**src/rtl/uart_pin_pkg.sv**
```systemverilog
package uart_pin_pkg;
  localparam int CFG_W      = 32;
  localparam int MAX_CHAR   = 32;
  localparam int PERIOD_W   = 16;
  localparam int LEN_FIELD  = 5;
  localparam int LEN_W      = LEN_FIELD + 1;
  localparam int MODE_LSB   = 1;
  localparam int MODE_W     = 5;
  localparam int TT_LSB     = 6;

  localparam logic [MODE_W-1:0] MODE_TX = 5'b11110;
  localparam logic [MODE_W-1:0] MODE_RX = 5'b11111;
  localparam logic [1:0]        TT_DRIVE = 2'b01;

  function automatic logic [MODE_W-1:0] mode_of(input logic [CFG_W-1:0] c);
    return c[MODE_LSB +: MODE_W];
  endfunction

  function automatic logic [1:0] tt_of(input logic [CFG_W-1:0] c);
    return c[TT_LSB +: 2];
  endfunction

  function automatic logic [PERIOD_W-1:0] period_of(input logic [CFG_W-1:0] t);
    return t[CFG_W-1 -: PERIOD_W];
  endfunction

  function automatic logic [LEN_W-1:0] char_len_of(input logic [CFG_W-1:0] t);
    return {1'b0, t[LEN_FIELD-1:0]} + LEN_W'(1);
  endfunction

  function automatic logic [MAX_CHAR-1:0] align_rx(input logic [MAX_CHAR-1:0] sh,
                                                   input logic [LEN_W-1:0] len);
    return sh >> (MAX_CHAR - int'(len));
  endfunction
endpackage

```
**src/rtl/uart_pin_tx.sv**
```systemverilog
module uart_pin_tx
  import uart_pin_pkg::*;
(
  input  logic                clk,
  input  logic                rst_n,
  input  logic                active,
  input  logic [PERIOD_W-1:0] period,
  input  logic [LEN_W-1:0]    char_len,
  input  logic                wr,
  input  logic [MAX_CHAR-1:0] data,
  output logic                line,
  output logic                busy,
  output logic                accept
);
  typedef enum logic [1:0] {TX_IDLE, TX_START, TX_DATA, TX_STOP} tx_state_t;
  tx_state_t             state;
  logic [PERIOD_W-1:0]   cnt;
  logic [LEN_W-1:0]      bit_idx;
  logic [MAX_CHAR-1:0]   shreg;
  logic                  tick;

  assign accept = active && wr && (state == TX_IDLE);
  assign tick   = (cnt == '0);
  assign busy   = (state != TX_IDLE);

  always_ff @(posedge clk or negedge rst_n) begin
    if (!rst_n) begin
      state <= TX_IDLE; cnt <= '0; bit_idx <= '0; shreg <= '0; line <= 1'b1;
    end else if (!active) begin
      state <= TX_IDLE; cnt <= '0; bit_idx <= '0; line <= 1'b1;
    end else begin
      case (state)
        TX_IDLE: if (accept) begin
          shreg <= data; line <= 1'b0; cnt <= period - PERIOD_W'(1); state <= TX_START;
        end
        TX_START: if (tick) begin
          line <= shreg[0]; bit_idx <= '0; cnt <= period - PERIOD_W'(1); state <= TX_DATA;
        end else cnt <= cnt - PERIOD_W'(1);
        TX_DATA: if (tick) begin
          cnt <= period - PERIOD_W'(1);
          if (bit_idx == char_len - LEN_W'(1)) begin
            line <= 1'b1; state <= TX_STOP;
          end else begin
            line <= shreg[1]; shreg <= shreg >> 1; bit_idx <= bit_idx + LEN_W'(1);
          end
        end else cnt <= cnt - PERIOD_W'(1);
        TX_STOP: if (tick) state <= TX_IDLE;
                 else cnt <= cnt - PERIOD_W'(1);
        default: state <= TX_IDLE;
      endcase
    end
  end
endmodule

```
**src/rtl/uart_pin_rx.sv**
```systemverilog
module uart_pin_rx
  import uart_pin_pkg::*;
#(
  parameter int SYNC_STAGES = 2
) (
  input  logic                clk,
  input  logic                rst_n,
  input  logic                active,
  input  logic [PERIOD_W-1:0] period,
  input  logic [LEN_W-1:0]    char_len,
  input  logic                src,
  input  logic                rd,
  output logic                ready,
  output logic [MAX_CHAR-1:0] data,
  output logic                done,
  output logic                fall_seen
);
  typedef enum logic [1:0] {RX_IDLE, RX_START, RX_DATA, RX_STOP} rx_state_t;
  rx_state_t             state;
  logic [SYNC_STAGES-1:0] sync_q;
  logic                  cur, prev;
  logic [PERIOD_W-1:0]   cnt;
  logic [LEN_W-1:0]      bit_idx;
  logic [MAX_CHAR-1:0]   shreg;
  logic                  tick;

  assign cur       = sync_q[SYNC_STAGES-1];
  assign tick      = (cnt == '0);
  assign fall_seen = active && (state == RX_IDLE) && prev && !cur;
  assign done      = active && (state == RX_STOP) && tick && cur;

  always_ff @(posedge clk or negedge rst_n) begin
    if (!rst_n) begin
      sync_q <= '1; prev <= 1'b1;
    end else begin
      sync_q <= {sync_q[SYNC_STAGES-2:0], src};
      prev   <= cur;
    end
  end

  always_ff @(posedge clk or negedge rst_n) begin
    if (!rst_n) begin
      state <= RX_IDLE; cnt <= '0; bit_idx <= '0; shreg <= '0;
    end else if (!active) begin
      state <= RX_IDLE; cnt <= '0; bit_idx <= '0;
    end else begin
      case (state)
        RX_IDLE: if (fall_seen) begin
          cnt <= (period >> 1) - PERIOD_W'(1); state <= RX_START;
        end
        RX_START: if (tick) begin
          if (cur) state <= RX_IDLE;
          else begin cnt <= period - PERIOD_W'(1); bit_idx <= '0; state <= RX_DATA; end
        end else cnt <= cnt - PERIOD_W'(1);
        RX_DATA: if (tick) begin
          shreg <= {cur, shreg[MAX_CHAR-1:1]};
          cnt   <= period - PERIOD_W'(1);
          if (bit_idx == char_len - LEN_W'(1)) state <= RX_STOP;
          else bit_idx <= bit_idx + LEN_W'(1);
        end else cnt <= cnt - PERIOD_W'(1);
        RX_STOP: if (tick) state <= RX_IDLE;
                 else cnt <= cnt - PERIOD_W'(1);
        default: state <= RX_IDLE;
      endcase
    end
  end

  always_ff @(posedge clk or negedge rst_n) begin
    if (!rst_n) begin
      ready <= 1'b0; data <= '0;
    end else if (!active) begin
      ready <= 1'b0;
    end else if (done) begin
      ready <= 1'b1; data <= align_rx(shreg, char_len);
    end else if (rd) begin
      ready <= 1'b0;
    end
  end
endmodule

```
**src/rtl/uart_pin_engine.sv**
```systemverilog
module uart_pin_engine
  import uart_pin_pkg::*;
(
  input  logic                clk,
  input  logic                rst_n,
  input  logic                en,
  input  logic [CFG_W-1:0]    cfg_word,
  input  logic [CFG_W-1:0]    timing_word,
  input  logic                rx_src,
  input  logic                tx_wr,
  input  logic [MAX_CHAR-1:0] tx_data,
  input  logic                rx_rd,
  output logic                pin_out,
  output logic                pin_oe,
  output logic                tx_busy,
  output logic                rx_ready,
  output logic [MAX_CHAR-1:0] rx_data
);
  logic                tx_on, rx_on;
  logic [PERIOD_W-1:0] period;
  logic [LEN_W-1:0]    char_len;
  logic                tx_accept, rx_done, rx_fall;

  assign tx_on    = en && (mode_of(cfg_word) == MODE_TX);
  assign rx_on    = en && (mode_of(cfg_word) == MODE_RX);
  assign period   = period_of(timing_word);
  assign char_len = char_len_of(timing_word);
  assign pin_oe   = tx_on && (tt_of(cfg_word) == TT_DRIVE);

  uart_pin_tx u_tx (
    .clk(clk), .rst_n(rst_n), .active(tx_on), .period(period), .char_len(char_len),
    .wr(tx_wr), .data(tx_data), .line(pin_out), .busy(tx_busy), .accept(tx_accept)
  );

  uart_pin_rx #(.SYNC_STAGES(2)) u_rx (
    .clk(clk), .rst_n(rst_n), .active(rx_on), .period(period), .char_len(char_len),
    .src(rx_src), .rd(rx_rd), .ready(rx_ready), .data(rx_data),
    .done(rx_done), .fall_seen(rx_fall)
  );
endmodule

```
**config.mk**
```make
export PLATFORM = sky130hd
export DESIGN_NAME = uart_pin_engine
export DESIGN_NICKNAME = d
export VERILOG_FILES = /design/src/rtl/uart_pin_pkg.sv /design/src/rtl/uart_pin_tx.sv /design/src/rtl/uart_pin_rx.sv /design/src/rtl/uart_pin_engine.sv
export SDC_FILE = /design/constraint.sdc
export NUM_CORES = 1
export LEC_CHECK = 0
export BUFFER_PORTS_ARGS = -buffer_cell sky130_fd_sc_hd__buf_2
export CELL_PAD_IN_SITES_DETAIL_PLACEMENT = 0
export CELL_PAD_IN_SITES_GLOBAL_PLACEMENT = 1
export CORE_ASPECT_RATIO = 0.6
export CORE_MARGIN = 2
export CORE_UTILIZATION = 45
export DETAILED_ROUTE_END_ITERATION = 10
export PLACE_DENSITY = 0.81
export SKIP_LAST_GASP = 1
export SLEW_MARGIN = 10
export SYNTH_ARGS = -nofsm -noshare
export SYNTH_HDL_FRONTEND = slang
export SYNTH_SLANG_ARGS = --single-unit
```
**constraint.sdc**
```tcl
create_clock -name clk -period 2.9 [get_ports clk]
set_input_delay 0.87 -clock clk [delete_from_list [all_inputs] [get_ports clk]]
set_output_delay 0.87 -clock clk [all_outputs]
set_load 0.01 [all_outputs]
```
==> metrics.cfg, run 1 <==
[global_routing]
grt_pass1_wl_um=48760
grt_util_all_layers_pct=26.37
overflow=0
grt_start_max_net_pins=66
grt_pass1_vias=8870
antenna_found_initial=1

[setup_path]
crit_path_end_kind=flip-flop
cp.required_ps=3210
reg2reg_setup_slack_ps=260
max_stage_delay_ps=490
crit_buf_inv=2
crit_fanout=31
startpoint_type=primary input
cp_cell_sequence=buf_2 > ha_4 > or4b_4 > a21o_1 > nand3_1 > a211o_2 > o21ai_2 > or4_4 > buf_12 > o221a_1
arrival_ps=3160
crit_family=simple AND/OR/NAND/NOR gates
cp_slowest_cell=or4b_4
critical_path_class=primary input to flip-flop

[placement]
gp_congestion=0.9140
hpwl_um=22940
dp_slack_ps=-583.8
portBuffers=101

[clock_network]
path_clk_slew_ps=60
cts_buffer_depth=2
cts_root_buf=clkbuf_16
cts_tree=built
numCtsBuffers=17
hold_buffers=0
insertion_delay_ps=440
clock-sinks=149
htreeDepth=4

[synth]
synth_cells=1054
synth_fp_nets=1175
yosysTopAreaCellShare_pct=36.08
async_flop_share_pct=100.0
avgSynthCellArea_um2=9.541
synthTopCellsByArea=dfrtp_1, mux4_2, nand2_1
synth-seq-area-share_pct=37.13
synth_area_um2=10060
ys_types=82
synth_edf_count=0
ys_ff_latch=149
synth_top_area_cell=dfrtp_1
ys.flop_type=dfrtp_1
ys.warnings.count=0

[power]
power.switching_mw=1.458
intPower_mw=3.867
power_density_nw_per_um2=423.7
peakVddDrop_mv=0.4150
p_leak_nw=5.769
total_power_mw=5.324
combPwrFrac_pct=14.8
seqPwrFrac_pct=42.4
p_clk_share_pct=42.8
switching_share_pct=27.37

[detailed_routing]
drcViolationCount=0
final_antenna_net_count=0
wl_per_cell_um=19.19
drt_iter0_drc=1042
wl_um=30200
vias_per_cell=5.958
vias=9378
dr.pass1.iters=5

[layout]
final_common_cell=buf_4
layout_common_cells=buf_4, dfrtp_1, nand2_1
syn_to_final_growth_pct=24.96
drive_gt1_share_pct=31.62
final_nets=1395

[sta]
max_freq_mhz=350.7
fin_crit_sh_pct=98.33
fin_tns_setup_ps=0
final_hold_viol_count=0
relSlewSlack_pct=44.56
tightestPinTransition_ps=831.6
timing.hold.ws_ps=339.5
finalSetupViolations=0
finalMaxSlewViolations=0
clock_skew_ps=14.91
rsz0062_at_grt=true
setup_slack_ps=48.36
final.min_clock_period_ps=2852

[floorplan]
die-area_um2=23600
io_pins=138
die_h_um=119.8
fp.dieW_um=197.0
num_rows=42
fp.coreArea_um2=21970
initial_core_util_pct=45.78

[outcome]
status=complete, no violations

[worst_hold_path]
hp-class=primary input to asynchronous set/reset pin

[flow_run]
max_cap_viol_count=0

-- path summary, 6_finish.rpt --
check	startpoint	to	cells after the start
setup / recovery	timing_word[0]	u_tx.shreg[17]	10
setup reg to reg	u_tx.cnt[12]	u_tx.shreg[17]	7
max in group asynchronous	rst_n	u_rx.sync_q[0]	2
hold reg to reg	u_rx.sync_q[0]	u_rx.sync_q[1]	0
hold / removal	rst_n	u_tx.cnt[7]	1
min in group clk	u_rx.sync_q[0]	u_rx.sync_q[1]	0
-- power groups by stage --
stage                     clock [mW]  sequential (mW)  combinational [mW]
after floorplan                    0             2.27               0.469
after CTS                       2.33             2.25               0.780
after global routing            2.41             2.27               0.859
after global placement             0             2.29               0.763
after detailed placement           0             2.29               0.779
final                           2.28             2.26               0.788
-- synth_stat cells (11+ instances only) --
cell,number
o221a_1,31
mux2i_1,26
xor2_1,19
nand2b_1,11
or2_2,23
inv_1,33
nand2_1,115
a22o_1,14
o21ai_1,15
nor2_1,89
dfrtp_1,145
o21ai_0,52
nand3_1,39
nor3_1,28
mux4_2,31
or3_1,11
ha_1,19
mux2_2,34
nor4_1,11
xnor2_1,29
clkbuf_1,37
a21oi_1,43
-- stage by stage --
stage,std cells,util (%),area (µm²)
2_1_floorplan,1054,-,10130
5_1_grt,1573,57.19,12560
3_5_place_dp,1540,54.28,11920
6_report,1574,57.21,12570
3_3_place_gp,1540,54.28,11920
4_1_cts,1572,57.01,12520
-- per-layer routing --
layer | share of wire [%] | track usage, %
met3 | 9.9 | 6.689
met1 | 51 | 43.83
met4 | 0.92 | 5.310
met2 | 38 | 33.30
met5 | 0 | 0
-- cell families (layout without fill, tap and decap cells) --
group                    Yosys count  count (layout)  synth area share [%]
AO/OA/AOI/OAI                    270             270                 19.76
other                              0               1                     0
buffers and inverters             91             324                 3.857
AND/OR/NAND/NOR                  382             382                 18.54
adder cells (fa/ha/maj)           19              19                 2.364
multiplexers                      91              91                 13.34
XOR/XNOR                          52              52                 5.014
flip-flops                       149             149                 37.13
-- timing repair --
item                                    4_1_cts  5_1_grt
buffers inserted                              0        1
hold endpoints to repair                      0        0
gates resized for setup                       1        7
pin swaps                                     0        2
endpoints found under the setup margin       19       37
-- final cells by class --
cell class | count | area, µm²
antenna | 1 | 2.502
clock buffer | 18 | 429.2
clock inverter | 14 | 162.7
fill | 1999 | 9400
inverter | 33 | 123.9
multi-input combinational | 814 | 6021
sequential | 149 | 3734
tap | 286 | 357.8
timing repair buffer | 259 | 1735
-- registers in the layout, summed over array words and instances (netlist names) --
signal        cells
u_rx.data        32
u_tx.cnt         16
u_rx.bit_idx      6
u_tx.line         1
u_tx.shreg       32
u_rx.prev         1
u_rx.sync_q       2
u_tx.state        2
u_tx.bit_idx      6
u_rx.ready        1
u_rx.cnt         16
u_rx.state        2
u_rx.shreg       32
Power figures use the tool's default switching activity.
==> inputs of run 2 (changes only) <==
--- a/config.mk
+++ b/config.mk
@@ -12,6 +12,7 @@
 export CORE_MARGIN = 2
 export CORE_UTILIZATION = 45
 export DETAILED_ROUTE_END_ITERATION = 10
+export GPL_TIMING_DRIVEN = 0
 export PLACE_DENSITY = 0.81
 export SKIP_LAST_GASP = 1
 export SLEW_MARGIN = 10
==> run 2 against run 1 <==
Effect of this change:
- sequential cell count unchanged
- clock power decreased by 2%
- register-to-register slack got worse by 90 ps
- wire length increased by 4.2%
- maximum frequency decreased by 0.48%
- cell count decreased by 5.0%
- sequential power about the same
- total power decreased by 1.1%
- largest power group is now registers
- worst hold slack improved by 21 ps
- via count decreased by 0.46%
- combinational power decreased by 2%
==> metrics.cfg, run 2 (synthesis results as in run 1) <==
[clock_network]
insertion_delay_ps=440  ; about the same
htreeDepth=4  ; unchanged
cts_tree=built
cts_buffer_depth=2  ; unchanged
cts_root_buf=clkbuf_16
numCtsBuffers=17  ; unchanged
hold_buffers=0  ; unchanged
clock-sinks=149  ; unchanged
path_clk_slew_ps=70  ; about the same

[setup_path]
startpoint_type=primary input
reg2reg_setup_slack_ps=170  ; -90 ps
critical_path_class=primary input to flip-flop
crit_fanout=10  ; -68%
arrival_ps=3190  ; +30 ps
cp.required_ps=3220  ; about the same
crit_path_end_kind=flip-flop
r2r_cells=7  ; unchanged

[placement]
hpwl_um=23070  ; +0.58%
gp_congestion=0.9688  ; +6.0%
post_dp_cell_area_um2=11010  ; -7.6%
portBuffers=97  ; -4.0%

[layout]
fin_util_pct=55.08  ; -2.1 points
largestRegisters=u_rx.data x32, u_rx.shreg x32, u_tx.shreg x32
final_common_cell=dfrtp_1
diodes=0  ; -1
syn_to_final_growth_pct=20.32
layout_common_cells=dfrtp_1, nand2_1, buf_2
ff_latch_area_um2=3734  ; unchanged
drive_gt1_share_pct=26.72  ; -4.9 points
fillers=1993  ; -0.30%
post-route-cell-area_um2=12100  ; -3.7%
final_nets=1317  ; -5.6%
multiInputGateArea_um2=6177  ; +2.6%

[global_routing]
grt_start_max_net_pins=86  ; +30%
grt_pass1_vias=8617  ; -2.9%
grt_pass1_wl_um=50020  ; +2.6%
antenna_found_initial=0  ; -1
grt_util_all_layers_pct=27.64  ; +1.3 points
overflow=0  ; unchanged

[power]
power_density_nw_per_um2=435.4  ; +2.8%
p_leak_nw=5.331  ; -7.6%
peakVddDrop_mv=0.4189  ; +0.94%

[sta]
final_hold_viol_count=0  ; unchanged
tightestPinTransition_ps=807.8  ; -23.84 ps
finalMaxSlewViolations=0  ; unchanged
max_freq_mhz=349.0  ; -0.48%
fin_crit_sh_pct=98.80  ; +0.47 points
relSlewSlack_pct=45.73  ; +1.2 points
final.min_clock_period_ps=2865  ; +13.70 ps
finalSetupViolations=0  ; unchanged
fin_tns_setup_ps=0  ; unchanged
clock_skew_ps=11.73  ; -3.183 ps

[detailed_routing]
wl_um=31470  ; +4.2%
vias_per_cell=6.244  ; +4.8%
final_antenna_net_count=0  ; unchanged
drt_iter0_drc=1243  ; +19%
drcViolationCount=0  ; unchanged
dr.pass1.iters=7  ; +2
vias=9335  ; -0.46%
wl_per_cell_um=21.05  ; +9.7%

[floorplan]
die-area_um2=23600  ; unchanged
io_pins=138  ; unchanged
fp.coreArea_um2=21970  ; unchanged
die_h_um=119.8  ; unchanged
initial_core_util_pct=45.78  ; unchanged
fp.dieW_um=197.0  ; unchanged
num_rows=42  ; unchanged

[outcome]
status=complete, no violations

[flow_run]
max_cap_viol_count=0  ; unchanged

[worst_hold_path]
hp-class=primary input to asynchronous set/reset pin

==> run 2: cell count changes in the layout (fill, tap and decap cells not counted), moves of 3 or more <==
cell / delta
buf_4: -130
clkbuf_1: +24
buf_6: +12
clkbuf_2: +8
nor4_1: -4
clkinvlp_4: +3
inv_6: -3
o21ai_0: -3
==> run 2: area by class of cell <==
cell class / instances / share of cell area [%]
multi-input combinational: 814 / 51.05
sequential: 149 / 30.86
timing repair buffer: 127 / 6.649
clock buffer: 18 / 3.630
tap: 286 / 2.958
buffer: 54 / 2.637
clock inverter: 14 / 1.189
inverter: 33 / 1.024
==> run 2: critical path, cell delays in order <==
cell,delay (ps)
buf_6,110
ha_4,270
buf_4,110
buf_6,170
mux4_2,580
and2_1,200
mux4_2,480
a32oi_1,290
nand3_1,110
==> run 2: worst paths after layout <==
check                          startpoint        endpoint
max                        timing_word[0]    u_rx.data[5]
min                                 rst_n     u_tx.cnt[9]
max reg2reg                  u_rx.cnt[12]    u_rx.cnt[14]
min reg2reg                u_rx.sync_q[0]  u_rx.sync_q[1]
max in group asynchronous           rst_n    u_rx.data[9]
min in group clk           u_rx.sync_q[0]  u_rx.sync_q[1]
==> run 2: metrics by stage <==
stage | hold slack, ps | power (mW) | setup WS, ps | std cells
2_1_floorplan | 345.2 | 2.737 | -296.8 | 1054
3_3_place_gp | 359.9 | 2.973 | -1356 | 1437
3_5_place_dp | 359.5 | 2.991 | -907.4 | 1438
4_1_cts | 360.2 | 5.267 | -58.41 | 1486
5_1_grt | 365.4 | 5.470 | -8.392 | 1495
6_report | 360.7 | 5.268 | 34.66 | 1495
==> run 2: repair_timing <==
item	in CTS	in global routing
setup endpoints to repair	78	79
hold endpoints to repair	0	0
pin swaps	41	7
gates cloned	4	0
setup buffers	15	10
gates resized for setup	46	35
==> run 2: power breakdown <==
group          internal, mW  switching [mW]
registers              2.19          0.0725
logic                 0.349           0.422
clock network          1.23            1.01
total                  3.77            1.50
==> run 2: metal layers <==
metal	GRT usage [%]	routed length, µm	up-vias
met4	5.498	374	0
li1	-	-	4249
met2	34.01	11890	507
met1	45.96	15670	4547
met5	0	0	-
met3	8.123	3534	32
